==> config.mk <==
export PLATFORM = sky130hd
export DESIGN_NAME = mac_flow_gate
export DESIGN_NICKNAME = d
export VERILOG_FILES = /design/src/rtl/mac_flow_pkg.sv /design/src/rtl/mfg_byte_divider.sv /design/src/rtl/mfg_quanta_timer.sv /design/src/rtl/mfg_tx_arbiter.sv /design/src/rtl/mac_flow_gate.sv
export SDC_FILE = /design/constraint.sdc
export NUM_CORES = 1
export LEC_CHECK = 0
export BUFFER_PORTS_ARGS = -buffer_cell sky130_fd_sc_hd__buf_2
export CAP_MARGIN = 10
export CORE_UTILIZATION = 53
export CTS_CLUSTER_DIAMETER = 150
export CTS_CLUSTER_SIZE = 16
export DETAILED_ROUTE_END_ITERATION = 8
export PLACE_DENSITY = 0.79
export SKIP_CTS_REPAIR_TIMING = 1
export SYNTH_ARGS = -nofsm -noshare
export SYNTH_HDL_FRONTEND = slang
export SYNTH_HIERARCHICAL = 1
export SYNTH_SLANG_ARGS = --single-unit
==> constraint.sdc <==
create_clock -name clk -period 3.4 [get_ports clk]
set_input_delay 0.17 -clock clk [delete_from_list [all_inputs] [get_ports clk]]
set_output_delay 0.17 -clock clk [all_outputs]
set_load 0.01 [all_outputs]
==> src/rtl/mac_flow_pkg.sv <==
package mac_flow_pkg;
   localparam int unsigned PAUSE_W_DEF       = 16;
   localparam int unsigned QUANTUM_BYTES_DEF = 64;

   typedef struct packed {
      logic quanta_short;
      logic force_pause;
      logic backpressure;
   } flow_ctl_t;
endpackage

==> src/rtl/mfg_byte_divider.sv <==
module mfg_byte_divider #(
   parameter int unsigned QUANTUM_BYTES = 64,
   parameter bit          HAS_SHORTCUT  = 1'b1
) (
   input  logic clk,
   input  logic rst_n,
   input  logic tick,
   input  logic restart,
   input  logic run,
   input  logic shortcut,
   output logic quantum_end
);
   localparam int unsigned CNT_W   = $clog2(QUANTUM_BYTES);
   localparam logic [CNT_W-1:0] CNT_MAX = CNT_W'(QUANTUM_BYTES - 1);

   initial begin
      if (QUANTUM_BYTES < 2 || (QUANTUM_BYTES & (QUANTUM_BYTES - 1)) != 0)
         $error("QUANTUM_BYTES must be a power of two of at least 2");
   end

   logic [CNT_W-1:0] byte_cnt;
   logic             short_eff;
   logic             wrap;

   generate
      if (HAS_SHORTCUT) begin : g_short
         assign short_eff = shortcut;
      end else begin : g_no_short
         logic unused_short;
         assign unused_short = shortcut;
         assign short_eff    = 1'b0;
      end
   endgenerate

   assign wrap        = short_eff || (byte_cnt == CNT_MAX);
   assign quantum_end = tick && run && !restart && wrap;

   always_ff @(posedge clk) begin
      if (!rst_n) begin
         byte_cnt <= '0;
      end else if (restart || !run) begin
         byte_cnt <= '0;
      end else if (tick) begin
         byte_cnt <= wrap ? '0 : byte_cnt + 1'b1;
      end
   end

   AST_CNT_IDLE_ZERO: assert property (@(posedge clk) disable iff (!rst_n)
      (!run && !restart) |=> (byte_cnt == '0));
endmodule

==> src/rtl/mfg_quanta_timer.sv <==
module mfg_quanta_timer #(
   parameter int unsigned PAUSE_W = 16
) (
   input  logic               clk,
   input  logic               rst_n,
   input  logic               load,
   input  logic [PAUSE_W-1:0] load_value,
   input  logic               quantum_end,
   input  logic               tick,
   output logic [PAUSE_W-1:0] remaining,
   output logic               active
);
   initial begin
      if (PAUSE_W < 1 || PAUSE_W > 32)
         $error("PAUSE_W must lie in 1..32");
   end

   always_ff @(posedge clk) begin
      if (!rst_n) begin
         remaining <= '0;
      end else if (load) begin
         remaining <= load_value;
      end else if (quantum_end && remaining != '0) begin
         remaining <= remaining - 1'b1;
      end
   end

   assign active = (remaining != '0);

   AST_RELOAD_VALUE: assert property (@(posedge clk) disable iff (!rst_n)
      load |=> (remaining == $past(load_value)));
   AST_NO_SKIP: assert property (@(posedge clk) disable iff (!rst_n)
      (!load && remaining != '0) |=>
         (remaining == $past(remaining) || remaining == $past(remaining) - 1'b1));
   AST_HOLD_NO_TICK: assert property (@(posedge clk) disable iff (!rst_n)
      (!load && !tick) |=> $stable(remaining));
   AST_ZERO_STAYS: assert property (@(posedge clk) disable iff (!rst_n)
      (!load && remaining == '0) |=> (remaining == '0));
endmodule

==> src/rtl/mfg_tx_arbiter.sv <==
module mfg_tx_arbiter (
   input  logic clk,
   input  logic rst_n,
   input  logic paused,
   input  logic force_pause,
   input  logic backpressure,
   input  logic tx_req,
   output logic tx_inhibit,
   output logic tx_go,
   output logic jam_preamble,
   output logic carrier_out
);
   assign tx_inhibit   = paused || force_pause;
   assign tx_go        = tx_req && !tx_inhibit;
   assign jam_preamble = backpressure && !tx_go;
   assign carrier_out  = jam_preamble || tx_go;

   AST_GO_BLOCKED: assert property (@(posedge clk) disable iff (!rst_n)
      tx_inhibit |-> !tx_go);
   AST_JAM_EXCL: assert property (@(posedge clk) disable iff (!rst_n)
      !(jam_preamble && tx_go));
   AST_FORCE_HOLDS: assert property (@(posedge clk) disable iff (!rst_n)
      force_pause |-> tx_inhibit);
endmodule

==> src/rtl/mac_flow_gate.sv <==
module mac_flow_gate
   import mac_flow_pkg::*;
#(
   parameter int unsigned PAUSE_W       = PAUSE_W_DEF,
   parameter int unsigned QUANTUM_BYTES = QUANTUM_BYTES_DEF,
   parameter bit          HAS_SHORTCUT  = 1'b1
) (
   input  logic               clk,
   input  logic               rst_n,
   input  logic               byte_tick,
   input  logic               pause_load,
   input  logic [PAUSE_W-1:0] pause_value,
   input  logic               ctl_quanta_short,
   input  logic               ctl_force_pause,
   input  logic               ctl_backpressure,
   input  logic               tx_req,
   output logic               tx_inhibit,
   output logic               tx_go,
   output logic               jam_preamble,
   output logic               carrier_out
);
   flow_ctl_t        ctl;
   logic             q_end;
   logic             paused;
   logic [PAUSE_W-1:0] remaining;

   assign ctl = '{quanta_short: ctl_quanta_short,
                  force_pause:  ctl_force_pause,
                  backpressure: ctl_backpressure};

   mfg_byte_divider #(
      .QUANTUM_BYTES (QUANTUM_BYTES),
      .HAS_SHORTCUT  (HAS_SHORTCUT)
   ) u_div (
      .clk         (clk),
      .rst_n       (rst_n),
      .tick        (byte_tick),
      .restart     (pause_load),
      .run         (paused),
      .shortcut    (ctl.quanta_short),
      .quantum_end (q_end)
   );

   mfg_quanta_timer #(
      .PAUSE_W (PAUSE_W)
   ) u_tmr (
      .clk         (clk),
      .rst_n       (rst_n),
      .load        (pause_load),
      .load_value  (pause_value),
      .quantum_end (q_end),
      .tick        (byte_tick),
      .remaining   (remaining),
      .active      (paused)
   );

   mfg_tx_arbiter u_arb (
      .clk          (clk),
      .rst_n        (rst_n),
      .paused       (paused),
      .force_pause  (ctl.force_pause),
      .backpressure (ctl.backpressure),
      .tx_req       (tx_req),
      .tx_inhibit   (tx_inhibit),
      .tx_go        (tx_go),
      .jam_preamble (jam_preamble),
      .carrier_out  (carrier_out)
   );

   AST_SHORT_EVERY_TICK: assert property (@(posedge clk) disable iff (!rst_n)
      (HAS_SHORTCUT && ctl_quanta_short && byte_tick && !pause_load && remaining != '0)
         |=> (remaining == $past(remaining) - 1'b1));
   AST_ZERO_LOAD_CLEARS: assert property (@(posedge clk) disable iff (!rst_n)
      (pause_load && pause_value == '0 && !ctl_force_pause) |=>
         (!tx_inhibit || ctl_force_pause));
endmodule

==> results of run 1 <==
==> sequential cells by signal (all words and copies together) (netlist names) <==
register and flops:
u_tmr/remaining 16, u_div/byte_cnt 6
==> cell type report <==
type                       count  area, µm²
multi-input combinational    115        788
inverter                       4       15.0
sequential                    22        440
tap                           28       35.0
fill                         206        783
clock buffer                   4       36.3
timing repair buffer          27        135
==> final timing paths <==
path,cells after the start,slack [ns],from,to
worst max-delay path,10,0.51,u_tmr/remaining[0],u_tmr/remaining[10]
worst min-delay path,3,0.1,pause_value[10],u_tmr/remaining[10]
worst max register to register,10,0.51,u_tmr/remaining[0],u_tmr/remaining[10]
worst min register to register,2,0.52,u_div/byte_cnt[5],u_div/byte_cnt[5]
==> metal layers <==
layer	vias up	global-route usage	routed length, µm
met1	533	0.273	1260
met5	-	0	0
met3	2	0.0268	126
met2	40	0.421	1250
li1	587	-	-
met4	0	0.0602	12
==> worst reg2reg max path: stages (launching register included) <==
cell and delay (ns):
dfxtp_1 0.36, inv_1 0.07, ha_1 0.21, or4b_2 0.64, nor4_4 0.36, inv_2 0.17, and3b_1 0.32, nand3_1 0.26
nor3_1 0.07, a211oi_1 0.26, nor2_1 0.07
==> power by group <==
| part | total (W) | switching, W | internal [W] |
|---|---|---|---|
| registers | 0.000288 | 0.0000151 | 0.000272 |
| logic | 0.000103 | 0.0000545 | 0.0000486 |
| clock network | 0.000144 | 0.0000791 | 0.0000652 |
==> kinds of logic after synthesis <==
group                      after synthesis
DFF                                     22
muxes                                    2
buffers and inverters                   10
AOI/OAI and AO/OA                       44
xor gates and xnor gates                14
and+or+nand+nor                         53
adders and majority gates                2
==> metrics by stage <==
| step | std cells | hold WS [ns] |
|---|---|---|
| 4_1_cts | 200 | 0.0948 |
| 2_1_floorplan | 147 | 0.308 |
| 6_report | 200 | 0.0998 |
| 5_1_grt | 200 | 0.0995 |
| 3_5_place_dp | 196 | 0.419 |
| 3_3_place_gp | 196 | 0.410 |
==> layout by cell type (no fill, tap or decap), types with 2 or more instances in the layout <==
cell / count
ha_1: 2
a21oi_1: 16
dfxtp_1: 22
xor2_1: 3
xnor2_1: 11
nor3_1: 6
nor2_1: 8
o21ai_0: 16
a211oi_1: 3
buf_2: 27
inv_1: 3
mux2i_1: 2
or3_2: 3
and3b_1: 2
or3_1: 4
nand2b_1: 2
nand3_1: 2
clkbuf_4: 3
nor4_1: 4
or2_2: 2
nand2_1: 9
==> out/metrics.cfg, run 1 <==
[yosys]
ys_seq_area_frac = 0.346
synth_cells = 147
yosysUniqueCellTypes = 42
synth_top_flop_cell = dfxtp_1
async_flop_share = 0
synth_fp_nets = 173
netlist_area_um2 = 1270
avgSynthCellArea_um2 = 8.66
netlist_top_cells_count = dfxtp_1, a21oi_1, o21ai_0, xnor2_1, nand2_1
synth-edff-count = 0
synthMuxAreaShare = 0.0157
yosys.cell_count.top_type = dfxtp_1
synth_top_family_by_area = simple AND/OR/NAND/NOR gates
synth_top_cells_by_area = dfxtp_1, xnor2_1, a21oi_1
synth-xor-area-share = 0.0963
synth_top_cell_by_area = dfxtp_1
synth_simple_gate_area_share = 0.273
synth_compound_area_frac = 0.214
netlist.area_leader.share = 0.346
ys_seq_elements = 22
synth_adder_area_share = 0.0196
yosys_warnings = 6

[placement]
io_buffers = 27
place_ws_ns = 0.556
placed_cell_area_um2 = 1410
dp_hpwl_mm = 1.96
routabilityCongestion = 0.892

[die]
coreArea_um2 = 2230
io_pins = 28
initial_core_util = 0.570
die_w_um = 51.0
rows = 17
die_area_um2 = 2600
dieHeight_um = 51.0

[finish]
postLayoutCoreUtil = 0.649
final_layout_size_suffix_gt1_frac = 0.279
nNetsFinal = 199
final_area_um2 = 1450
syn2layout_area_growth_pct = 13.9
num_antenna_cells = 0

[routing]
avgViaCountPerCell = 5.81
drtIter0Drc = 40
wl_per_cell_um = 13.2
routed_wl_mm = 2.65
antenna_left = 0
drc = 0
drtPass1Iterations = 4
num_vias = 1162

[global_routing]
grt_antenna_before_repair = 0
grt_overflow = 0
grt_pass1_vias = 1118
track_usage = 0.227
grt_pass1_wl_mm = 4.57
grt_max_degree = 26

[sta]
finalMaxSlewViolations = 0
fin_ws_ns = 0.515
clock.fmax_ghz = 0.347
rsz0062_at_grt = no
relSlewSlack = 0.559
fin_crit_sh = 0.849
layout_min_cycle_time_ns = 2.89
final_hold_viol_count = 0
finalClockSkew_ns = 0.00556
setup_viol = 0
tns_ns = 0
max_slew.worst_pin.slew_ns = 0.661

[power]
p_per_area_nw_per_um2 = 369
max-vdd-ir-drop_v = 0.000248
p_leak_nw = 0.550
power.total_w = 0.000535

[status]
status = completed

[clock_tree]
cts_tree = done
clk_pin_slew_ns = 0.13
h-tree-depth = 1
clock_latency_ns = 0.30
cts_sinks = 22
clockBufferDepth = 2
clockRootBuffer = clkbuf_4
numCtsBuffers = 3

[setup_path]
worstPathArrival_ns = 3.09
end_kind = flop
slowest_delay_ns = 0.64
critPathLaunchType = flop
crit_buf_inv = 2
criticalPathCategory = flop to flop
critical-path-top-delay-family = simple AND/OR/NAND/NOR gates
critPathRequiredTime_ns = 3.61
cp_cell_sequence = inv_1 > ha_1 > or4b_2 > nor4_4 > inv_2 > and3b_1 > nand3_1 > nor3_1 > a211oi_1 > nor2_1
cp_max_fo = 9
cp_slowest_cell = or4b_2

[hold_path]
hold_path_class = primary input to flop

[flow_run]
max_cap_violations = 0

Note: power is estimated with default switching activity, not from simulation.
==> inputs of run 2 (changes only) <==
clock period = 2.8 ns   (was 3.4 ns; I/O delays follow)
==> out/metrics.cfg, run 2 (same netlist as run 1, synthesis figures left out) <==
[status]
status = completed

[finish]
top_register = u_tmr/remaining
layout_common_cells = buf_2, dfxtp_1, o21ai_0, a21oi_1, xnor2_1
largest_register_ffs = 16
nNetsFinal = 200
layout_commonest_cell = buf_2
syn2layout_area_growth_pct = 13.8
postLayoutCoreUtil = 0.649
top_regs = u_tmr/remaining (16), u_div/byte_cnt (6)
final_layout_size_suffix_gt1_frac = 0.285
num_antenna_cells = 0

[setup_path]
critPathRequiredTime_ns = 2.96
end_kind = flop
critPathLaunchType = flop
cp_max_fo = 9
worstPathArrival_ns = 2.81
criticalPathCategory = flop to flop

[sta]
setup_viol = 0
finalMaxSlewViolations = 0
fin_ws_ns = 0.143
relSlewSlack = 0.571
max_slew.worst_pin.slew_ns = 0.638
tns_ns = 0
fin_crit_sh = 0.949
finalClockSkew_ns = 0.00549
final_hold_viol_count = 0
layout_min_cycle_time_ns = 2.66
clock.fmax_ghz = 0.376

[placement]
io_buffers = 27
place_ws_ns = 0.126
dp_hpwl_mm = 1.88
routabilityCongestion = 0.865

[die]
die_area_um2 = 2600
io_pins = 28
die_w_um = 51.0
rows = 17
coreArea_um2 = 2230
dieHeight_um = 51.0
initial_core_util = 0.570

[clock_tree]
numCtsBuffers = 3
clock_latency_ns = 0.29
clockBufferDepth = 2
cts_tree = done
h-tree-depth = 1
clk_pin_slew_ns = 0.11
cts_sinks = 22
clockRootBuffer = clkbuf_4

[routing]
drtIter0Drc = 25
wl_per_cell_um = 12.9
drtPass1Iterations = 4
routed_wl_mm = 2.59
antenna_left = 0
avgViaCountPerCell = 5.78
drc = 0
num_vias = 1155

[global_routing]
grt_pass1_vias = 984
track_usage = 0.210
grt_max_degree = 26
grt_pass1_wl_mm = 4.19
grt_antenna_before_repair = 0
grt_overflow = 0

[power]
p_per_area_nw_per_um2 = 420
power.total_w = 0.000609
max-vdd-ir-drop_v = 0.000275
p_leak_nw = 0.549

[flow_run]
max_cap_violations = 0

[hold_path]
hold_path_class = primary input to flop

[run 2: through the flow]
step	cells	area, µm²	hold slack [ns]
2_1_floorplan	147	1270	0.278
3_3_place_gp	197	1420	0.375
3_5_place_dp	197	1420	0.385
4_1_cts	200	1440	0.0746
5_1_grt	200	1450	0.0714
6_report	200	1450	0.0884
[run 2: final timing paths]
path	slack [ns]	startpoint	endpoint	cells after the start
worst max-delay path	0.14	u_tmr/remaining[0]	u_tmr/remaining[7]	10
worst min-delay path	0.09	pause_value[10]	u_tmr/remaining[10]	3
worst max register to register	0.14	u_tmr/remaining[0]	u_tmr/remaining[7]	10
worst min register to register	0.54	u_div/byte_cnt[5]	u_div/byte_cnt[5]	2
[run 2: power breakdown]
part	switching [W]	internal (W)
Sequential	0.0000185	0.000331
Combinational	0.0000675	0.0000598
Clock	0.0000829	0.0000499
[run 2: final cells by class]
type / count / area [µm²]
Timing Repair Buffer: 28 / 143
Sequential cell: 22 / 440
Inverter: 4 / 15.0
Tap cell: 28 / 35.0
Multi-Input combinational cell: 115 / 793
Fill cell: 205 / 785
Clock buffer: 3 / 22.5
[run 2: critical path, stage by stage, from the launching register on]
cell and delay (ns):
dfxtp_1 0.35, inv_1 0.06, ha_1 0.23, or4b_2 0.65, nor4_4 0.21, inv_2 0.13
and3b_1 0.31, nand3_1 0.24, nor4_1 0.09, xnor2_1 0.16, a21oi_1 0.08
[run 2: routing by layer]
| metal | track usage | wire, µm | up-vias | share of wire |
|---|---|---|---|---|
| met2 | 0.344 | 1200 | 40 | 0.46 |
| met4 | 0.0926 | 31 | 0 | 0.012 |
| li1 | - | - | 585 | - |
| met3 | 0.0298 | 149 | 4 | 0.058 |
| met5 | 0 | 0 | - | 0 |
| met1 | 0.270 | 1210 | 526 | 0.47 |
